**src/rtl/serial_rx_pkg.sv**
```systemverilog
package serial_rx_pkg;

    localparam int RX_OVS   = 16;            // ticks per bit
    localparam int RX_HALF  = RX_OVS / 2;    // ticks to start-bit centre
    localparam int RX_DW    = 8;             // widest data field
    localparam int RX_MINW  = 5;             // narrowest data field
    localparam int RX_CW    = $clog2(2 * RX_OVS) + 1;
    localparam int RX_IW    = $clog2(RX_DW) + 1;

    typedef enum logic [2:0] {
        ST_IDLE,
        ST_START,
        ST_DATA,
        ST_PAR,
        ST_STOP
    } rx_state_e;

    typedef struct packed {
        logic [1:0] len;
        logic [1:0] par;
        logic [1:0] stop;
    } rx_cfg_t;

    typedef struct packed {
        logic [RX_DW-1:0] data;
        logic             pbit;
        logic [1:0]       par;
        logic             stop_ok;
    } rx_frame_t;

    function automatic logic [RX_IW-1:0] data_width(input logic [1:0] code);
        return RX_IW'(RX_MINW) + RX_IW'(code);
    endfunction

    function automatic logic [RX_CW-1:0] stop_ticks(input logic [1:0] code);
        case (code)
            2'd0:    return RX_CW'(RX_OVS);
            2'd1:    return RX_CW'(RX_OVS + RX_HALF);
            default: return RX_CW'(2 * RX_OVS);
        endcase
    endfunction

    function automatic logic parity_on(input logic [1:0] code);
        return (code == 2'd1) || (code == 2'd2);
    endfunction

endpackage

```
**src/rtl/rx_line_sync.sv**
```systemverilog
module rx_line_sync #(
    parameter int STAGES = 2
) (
    input  logic clk,
    input  logic rst,
    input  logic din,
    output logic dout
);
    logic [STAGES-1:0] q;

    generate
        for (genvar i = 0; i < STAGES; i++) begin : g_stage
            if (i == 0) begin : g_first
                always_ff @(posedge clk) begin
                    if (rst) q[i] <= 1'b1;
                    else     q[i] <= din;
                end
            end else begin : g_next
                always_ff @(posedge clk) begin
                    if (rst) q[i] <= 1'b1;
                    else     q[i] <= q[i-1];
                end
            end
        end
    endgenerate

    assign dout = q[STAGES-1];
endmodule

```
**src/rtl/rx_frame_fsm.sv**
```systemverilog
module rx_frame_fsm
    import serial_rx_pkg::*;
(
    input  logic      clk,
    input  logic      rst,
    input  logic      tick,
    input  logic      line,
    input  rx_cfg_t   cfg,
    output logic      done,
    output rx_frame_t frame
);
    rx_state_e        state;
    rx_cfg_t          cfg_q;
    logic [RX_CW-1:0] tcnt;
    logic [RX_CW-1:0] tnext;
    logic [RX_IW-1:0] bidx;
    logic [RX_DW-1:0] sh;
    logic             prev;
    logic             pbit;
    logic             stop_ok;
    logic [RX_IW-1:0] nbits;
    logic [RX_CW-1:0] slen;
    logic             at_bit;

    assign tnext  = tcnt + 1'b1;
    assign nbits  = data_width(cfg_q.len);
    assign slen   = stop_ticks(cfg_q.stop);
    assign at_bit = (tnext % RX_CW'(RX_OVS)) == '0;

    always_ff @(posedge clk) begin
        if (rst) begin
            state   <= ST_IDLE;
            cfg_q   <= '0;
            tcnt    <= '0;
            bidx    <= '0;
            sh      <= '0;
            prev    <= 1'b1;
            pbit    <= 1'b0;
            stop_ok <= 1'b1;
            done    <= 1'b0;
            frame   <= '0;
        end else begin
            done <= 1'b0;
            if (tick) begin
                prev <= line;
                case (state)
                    ST_IDLE: begin
                        if (prev && !line) begin
                            state <= ST_START;
                            tcnt  <= '0;
                            cfg_q <= cfg;
                        end
                    end
                    ST_START: begin
                        if (tnext == RX_CW'(RX_HALF)) begin
                            tcnt  <= '0;
                            bidx  <= '0;
                            state <= line ? ST_IDLE : ST_DATA;
                        end else begin
                            tcnt <= tnext;
                        end
                    end
                    ST_DATA: begin
                        if (tnext == RX_CW'(RX_OVS)) begin
                            tcnt <= '0;
                            sh   <= {line, sh[RX_DW-1:1]};
                            if (bidx == nbits - 1'b1) begin
                                stop_ok <= 1'b1;
                                state   <= parity_on(cfg_q.par) ? ST_PAR : ST_STOP;
                            end else begin
                                bidx <= bidx + 1'b1;
                            end
                        end else begin
                            tcnt <= tnext;
                        end
                    end
                    ST_PAR: begin
                        if (tnext == RX_CW'(RX_OVS)) begin
                            tcnt  <= '0;
                            pbit  <= line;
                            state <= ST_STOP;
                        end else begin
                            tcnt <= tnext;
                        end
                    end
                    ST_STOP: begin
                        tcnt <= tnext;
                        if (at_bit || tnext == slen) stop_ok <= stop_ok & line;
                        if (tnext == slen) begin
                            state         <= ST_IDLE;
                            done          <= 1'b1;
                            frame.data    <= sh >> (RX_IW'(RX_DW) - nbits);
                            frame.pbit    <= pbit;
                            frame.par     <= cfg_q.par;
                            frame.stop_ok <= stop_ok & line;
                        end
                    end
                    default: state <= ST_IDLE;
                endcase
            end
        end
    end

    // a high line at the start-bit centre sends the receiver back to idle
    p_glitch_idle_r5: assert property (@(posedge clk) disable iff (rst)
        (state == ST_START && tick && tnext == RX_CW'(RX_HALF) && line)
        |=> state == ST_IDLE);

    // the stop counter never runs past the configured stop period
    p_stop_bound_r4: assert property (@(posedge clk) disable iff (rst)
        (state == ST_STOP) |-> tcnt < slen);

    // the receiver state only moves on a tick
    p_state_on_tick_r8: assert property (@(posedge clk) disable iff (rst)
        !tick |=> $stable(state));

    // a frame ends only when leaving the stop phase
    p_done_from_stop_r7: assert property (@(posedge clk) disable iff (rst)
        done |-> $past(state) == ST_STOP && state == ST_IDLE);
endmodule

```
**src/rtl/rx_result_reg.sv**
```systemverilog
module rx_result_reg
    import serial_rx_pkg::*;
(
    input  logic             clk,
    input  logic             rst,
    input  logic             done,
    input  rx_frame_t        frame,
    output logic [RX_DW-1:0] rx_data,
    output logic             rx_valid,
    output logic             parity_err,
    output logic             frame_err
);
    logic perr;
    logic ferr;

    always_comb begin
        case (frame.par)
            2'd1:    perr = (^frame.data) ^ frame.pbit;
            2'd2:    perr = ~((^frame.data) ^ frame.pbit);
            default: perr = 1'b0;
        endcase
        ferr = ~frame.stop_ok;
    end

    always_ff @(posedge clk) begin
        if (rst) begin
            rx_data    <= '0;
            rx_valid   <= 1'b0;
            parity_err <= 1'b0;
            frame_err  <= 1'b0;
        end else begin
            rx_valid <= 1'b0;
            if (done) begin
                rx_data    <= frame.data;
                parity_err <= perr;
                frame_err  <= ferr;
                rx_valid   <= ~(perr | ferr);
            end
        end
    end

    // results only change on a completed frame
    p_hold_results_r7: assert property (@(posedge clk) disable iff (rst)
        !done |=> $stable(rx_data) && $stable(parity_err) && $stable(frame_err));
endmodule

```
**src/rtl/async_frame_rx.sv**
```systemverilog
module async_frame_rx
    import serial_rx_pkg::*;
#(
    parameter int SYNC_STAGES = 2
) (
    input  logic             clk,
    input  logic             rst,
    input  logic             tick,
    input  logic             rx_in,
    input  logic [1:0]       cfg_len,
    input  logic [1:0]       cfg_parity,
    input  logic [1:0]       cfg_stop,
    output logic [RX_DW-1:0] rx_data,
    output logic             rx_valid,
    output logic             parity_err,
    output logic             frame_err
);
    logic      line_s;
    logic      done;
    rx_frame_t frame;
    rx_cfg_t   cfg;

    assign cfg = '{len: cfg_len, par: cfg_parity, stop: cfg_stop};

    rx_line_sync #(.STAGES(SYNC_STAGES)) i_sync (
        .clk  (clk),
        .rst  (rst),
        .din  (rx_in),
        .dout (line_s)
    );

    rx_frame_fsm i_fsm (
        .clk   (clk),
        .rst   (rst),
        .tick  (tick),
        .line  (line_s),
        .cfg   (cfg),
        .done  (done),
        .frame (frame)
    );

    rx_result_reg i_res (
        .clk        (clk),
        .rst        (rst),
        .done       (done),
        .frame      (frame),
        .rx_data    (rx_data),
        .rx_valid   (rx_valid),
        .parity_err (parity_err),
        .frame_err  (frame_err)
    );

    // the accept strobe lasts one cycle
    p_valid_single_r6: assert property (@(posedge clk) disable iff (rst)
        rx_valid |=> !rx_valid);

    // an accepted frame carries no error flag
    p_valid_clean_r6: assert property (@(posedge clk) disable iff (rst)
        rx_valid |-> !parity_err && !frame_err);

    // a strobe only follows a tick
    p_valid_after_tick_r8: assert property (@(posedge clk) disable iff (rst)
        $rose(rx_valid) |-> $past(tick, 2));
endmodule

```
**config.mk**
```make
export PLATFORM = sky130hd
export DESIGN_NAME = async_frame_rx
export DESIGN_NICKNAME = d
export VERILOG_FILES = /design/src/rtl/serial_rx_pkg.sv /design/src/rtl/rx_line_sync.sv /design/src/rtl/rx_frame_fsm.sv /design/src/rtl/rx_result_reg.sv /design/src/rtl/async_frame_rx.sv
export SDC_FILE = /design/constraint.sdc
export NUM_CORES = 1
export LEC_CHECK = 0
export ABC_AREA = 1
export BUFFER_PORTS_ARGS = -buffer_cell sky130_fd_sc_hd__buf_2
export CORE_MARGIN = 8
export CORE_UTILIZATION = 60
export DETAILED_ROUTE_END_ITERATION = 7
export PLACE_DENSITY = 0.84
export SETUP_SLACK_MARGIN = 0.05
export SYNTH_ARGS = -nofsm -noshare
export SYNTH_HDL_FRONTEND = slang
export SYNTH_HIERARCHICAL = 1
export SYNTH_SLANG_ARGS = --single-unit
export TNS_END_PERCENT = 100
```
**constraint.sdc**
```tcl
create_clock -name clk -period 1.93 [get_ports clk]
set_input_delay 0.386 -clock clk [delete_from_list [all_inputs] [get_ports clk]]
set_output_delay 0.386 -clock clk [all_outputs]
set_load 0.05 [all_outputs]
```
==> metrics.txt <==
Max Fclk 0.574 GHz; HP Class primary input to register; Critical R2R Capture i_fsm/sh[5]; wl on met1 2880 um; pin count of the biggest net entering global routing 30; final hold violation count 0; setup TNS 0 ps; Leak 1.44 nW; slew margin rel. 68.3%; Setup Skew 5.75 ps; Tmin final 1740 ps; root buf cell clkbuf_8; fin crit share 90.2%; Post-DRT Antenna Nets 0; Hold Path Depth 3; register-to-register setup slack 190 ps; maximum vdd ir drop 535 uV; num ports 21; Sink Count 56; row cnt 26; die height 87.5 um; Worst EP arrival 1950 ps; Seq cells post-synth 56; PortBufs 20; multi-input logic area 1650 um^2; chip width 87.5 um; Max Slew Vio Count 0; kind of critical path register to register; fraction of layout cells with a size suffix above 1 19.8%; sequential-to-total area share from yosys stat 36.6%; DRC 0; status finished, final reports clean; Final GP Congestion 0.929; crit path from i_fsm/tcnt[1]; initial antenna violation count 0; hold path endpoint i_sync/q[0]; total number of vias 2720; Total Nets Final 466; WL final 6120 um; core area 5010 um^2; Iter 0 DRT Violations 157; average size of a mapped cell 7.02 um^2; PwrDens 730 nW/um^2; Seq. cell area 1120 um^2; CTS H-tree lvls 2; RSZ-0062 raised after global routing true; reg2reg start i_fsm/tcnt[1]; Critical Path RT 2140 ps; initial cell density of the core 61.2%; Worst setup EP type register; Max-Cap Viols 0; worst slew pin tran 475 ps; Worst Setup Start Kind register; cell count after synthesis 437; grt ovf 0; Finish-stage setup viols 0; Crit Path Max Fanout 16; per-cell routed wire length 11.7 um; yosys synthesis warning count 6; clk buf depth 2; hold path start rx_in; Mapped Nets 449; metal2 WL 2930 um; Worst Reg2Reg Path Length in Cells 10; Filler cells 455; Clock Latency Late Sink 310 ps; uppermost layer routed met4; Syn Std Cell Area 3070 um^2; post-layout util 66.0%; DIE AREA 7650 um^2; Vias/cell 5.18; CTS tree built; DP HPWL 4600 um; n_diodes 0; first-pass GRT wire length 10700 um; vias in the first global route 2506; gr usage total 17.0%; met3 WL 251 um; TritonCTS buffer count 5; DR pass1 iterations 4; Synth cell types 33; CTS clk-pin slew, worst paths 100 ps; Area Growth Syn to Fin 7.79%
## registers in the layout, indices dropped and copies added, names as in the netlist, 3 cells and up
signal / count
i_fsm/frame: 12
i_fsm/sh: 8
i_res/rx_data: 8
i_fsm/cfg_q: 6
i_fsm/tcnt: 6
i_fsm/bidx: 4
i_fsm/state: 3
## where the power goes
group | switching, W | internal [W] | total (W)
Combinational | 0.000320 | 0.000174 | 0.000495
Clock | 0.000388 | 0.000261 | 0.000649
Sequential | 0.0000618 | 0.00121 | 0.00127
Total | 0.000770 | 0.00164 | 0.00241
## layer usage
layer,GRT usage [%],vias up
met5,0,-
met4,5.00,0
met3,3.21,6
met2,29.2,51
met1,20.9,1230
li1,-,1433
## worst max-delay path by stage
stage / to / slack [ps]
3_3_place_gp: i_fsm/sh[3] / 210
3_5_place_dp: i_fsm/sh[0] / 110
4_1_cts: i_fsm/sh[0] / 100
5_1_grt: i_fsm/sh[6] / 40
2_1_floorplan: i_fsm/sh[2] / 320
6_report: i_fsm/sh[5] / 190
## synth_stat cells
master / number / share of area [%]
nor2_8: 1 / 0.65
o21ai_0: 38 / 6.2
nor2_2: 6 / 1.2
buf_4: 3 / 0.73
buf_1: 1 / 0.12
nand4_1: 7 / 1.4
o21bai_1: 1 / 0.24
nand3b_1: 1 / 0.24
o21ai_2: 2 / 0.57
buf_2: 2 / 0.33
xor2_1: 4 / 1.1
dfxtp_1: 56 / 37
nand2_2: 14 / 2.9
nand2_4: 1 / 0.37
nand3_2: 7 / 2.3
buf_6: 3 / 1.1
o21ai_1: 3 / 0.49
clkbuf_1: 7 / 0.86
nor2_1: 47 / 5.8
a21oi_2: 2 / 0.57
a21oi_1: 36 / 5.9
inv_2: 9 / 1.1
nor2_4: 3 / 1.1
nand3_1: 36 / 5.9
xnor2_2: 2 / 1.1
nand4_2: 1 / 0.41
nand2_1: 85 / 10
inv_1: 47 / 5.8
nor3_2: 1 / 0.33
xnor2_1: 6 / 1.7
nand3_4: 2 / 1.1
ha_1: 2 / 0.82
o211ai_4: 1 / 0.69
## cell families (layout without fill, tap and decap cells)
family,count (synthesis),after routing,share of synthesized area (%)
AOI/OAI and AO/OA,83,83,14.6
xor gates and xnor gates,12,12,3.92
adders and majority gates,2,2,0.816
buffers and inverters,72,90,10.0
DFF,56,56,36.6
and+or+nand+nor,212,212,34.1
## critical path: stages, from the launching register on
cell,delay (ps)
dfxtp_2,390
ha_2,220
nand3_1,80
nand2_1,90
nand2_1,90
inv_1,90
nand3_2,140
inv_2,110
nand3_4,160
o21ai_0,210
a21oi_1,50
## cell usage in the layout (no fill, tap or decap), drive strengths merged
master / count
xnor2: 8
nand4: 8
nor2: 57
clkinv: 2
buf: 26
o21bai: 1
xor2: 4
nor3: 1
inv: 57
clkbuf: 5
a21oi: 38
ha: 2
dfxtp: 56
nand2: 100
o21ai: 43
nand3b: 1
o211ai: 1
nand3: 45
## cell type report
class / instances / area share, %
Sequential cell: 56 / 34.0
Timing Repair Buffer: 26 / 4.39
Tap cell: 70 / 2.65
Inverter: 56 / 6.36
Multi-Input combinational cell: 309 / 49.8
Clock buffer: 5 / 2.08
Clock inverter: 3 / 0.681
## per-stage QoR
| step | power [W] | cells | instance area (um^2) | worst slack, ps | hold WS [ps] |
|---|---|---|---|---|---|
| after floorplan | 0.00167 | 437 | 3070 | 320 | 387 |
| after global placement | 0.00177 | 517 | 3200 | 207 | 395 |
| after detailed placement | 0.00179 | 517 | 3200 | 110 | 417 |
| after CTS | 0.00244 | 525 | 3290 | 96.9 | 247 |
| after global routing | 0.00256 | 525 | 3310 | 39.8 | 256 |
| final | 0.00241 | 525 | 3310 | 188 | 257 |
## what timing repair did
item	4_1_cts	5_1_grt
buffers inserted	0	0
endpoints found under the setup margin	0	24
resized for setup	0	9
hold buffers	0	0
Power figures use the tool's default switching activity.
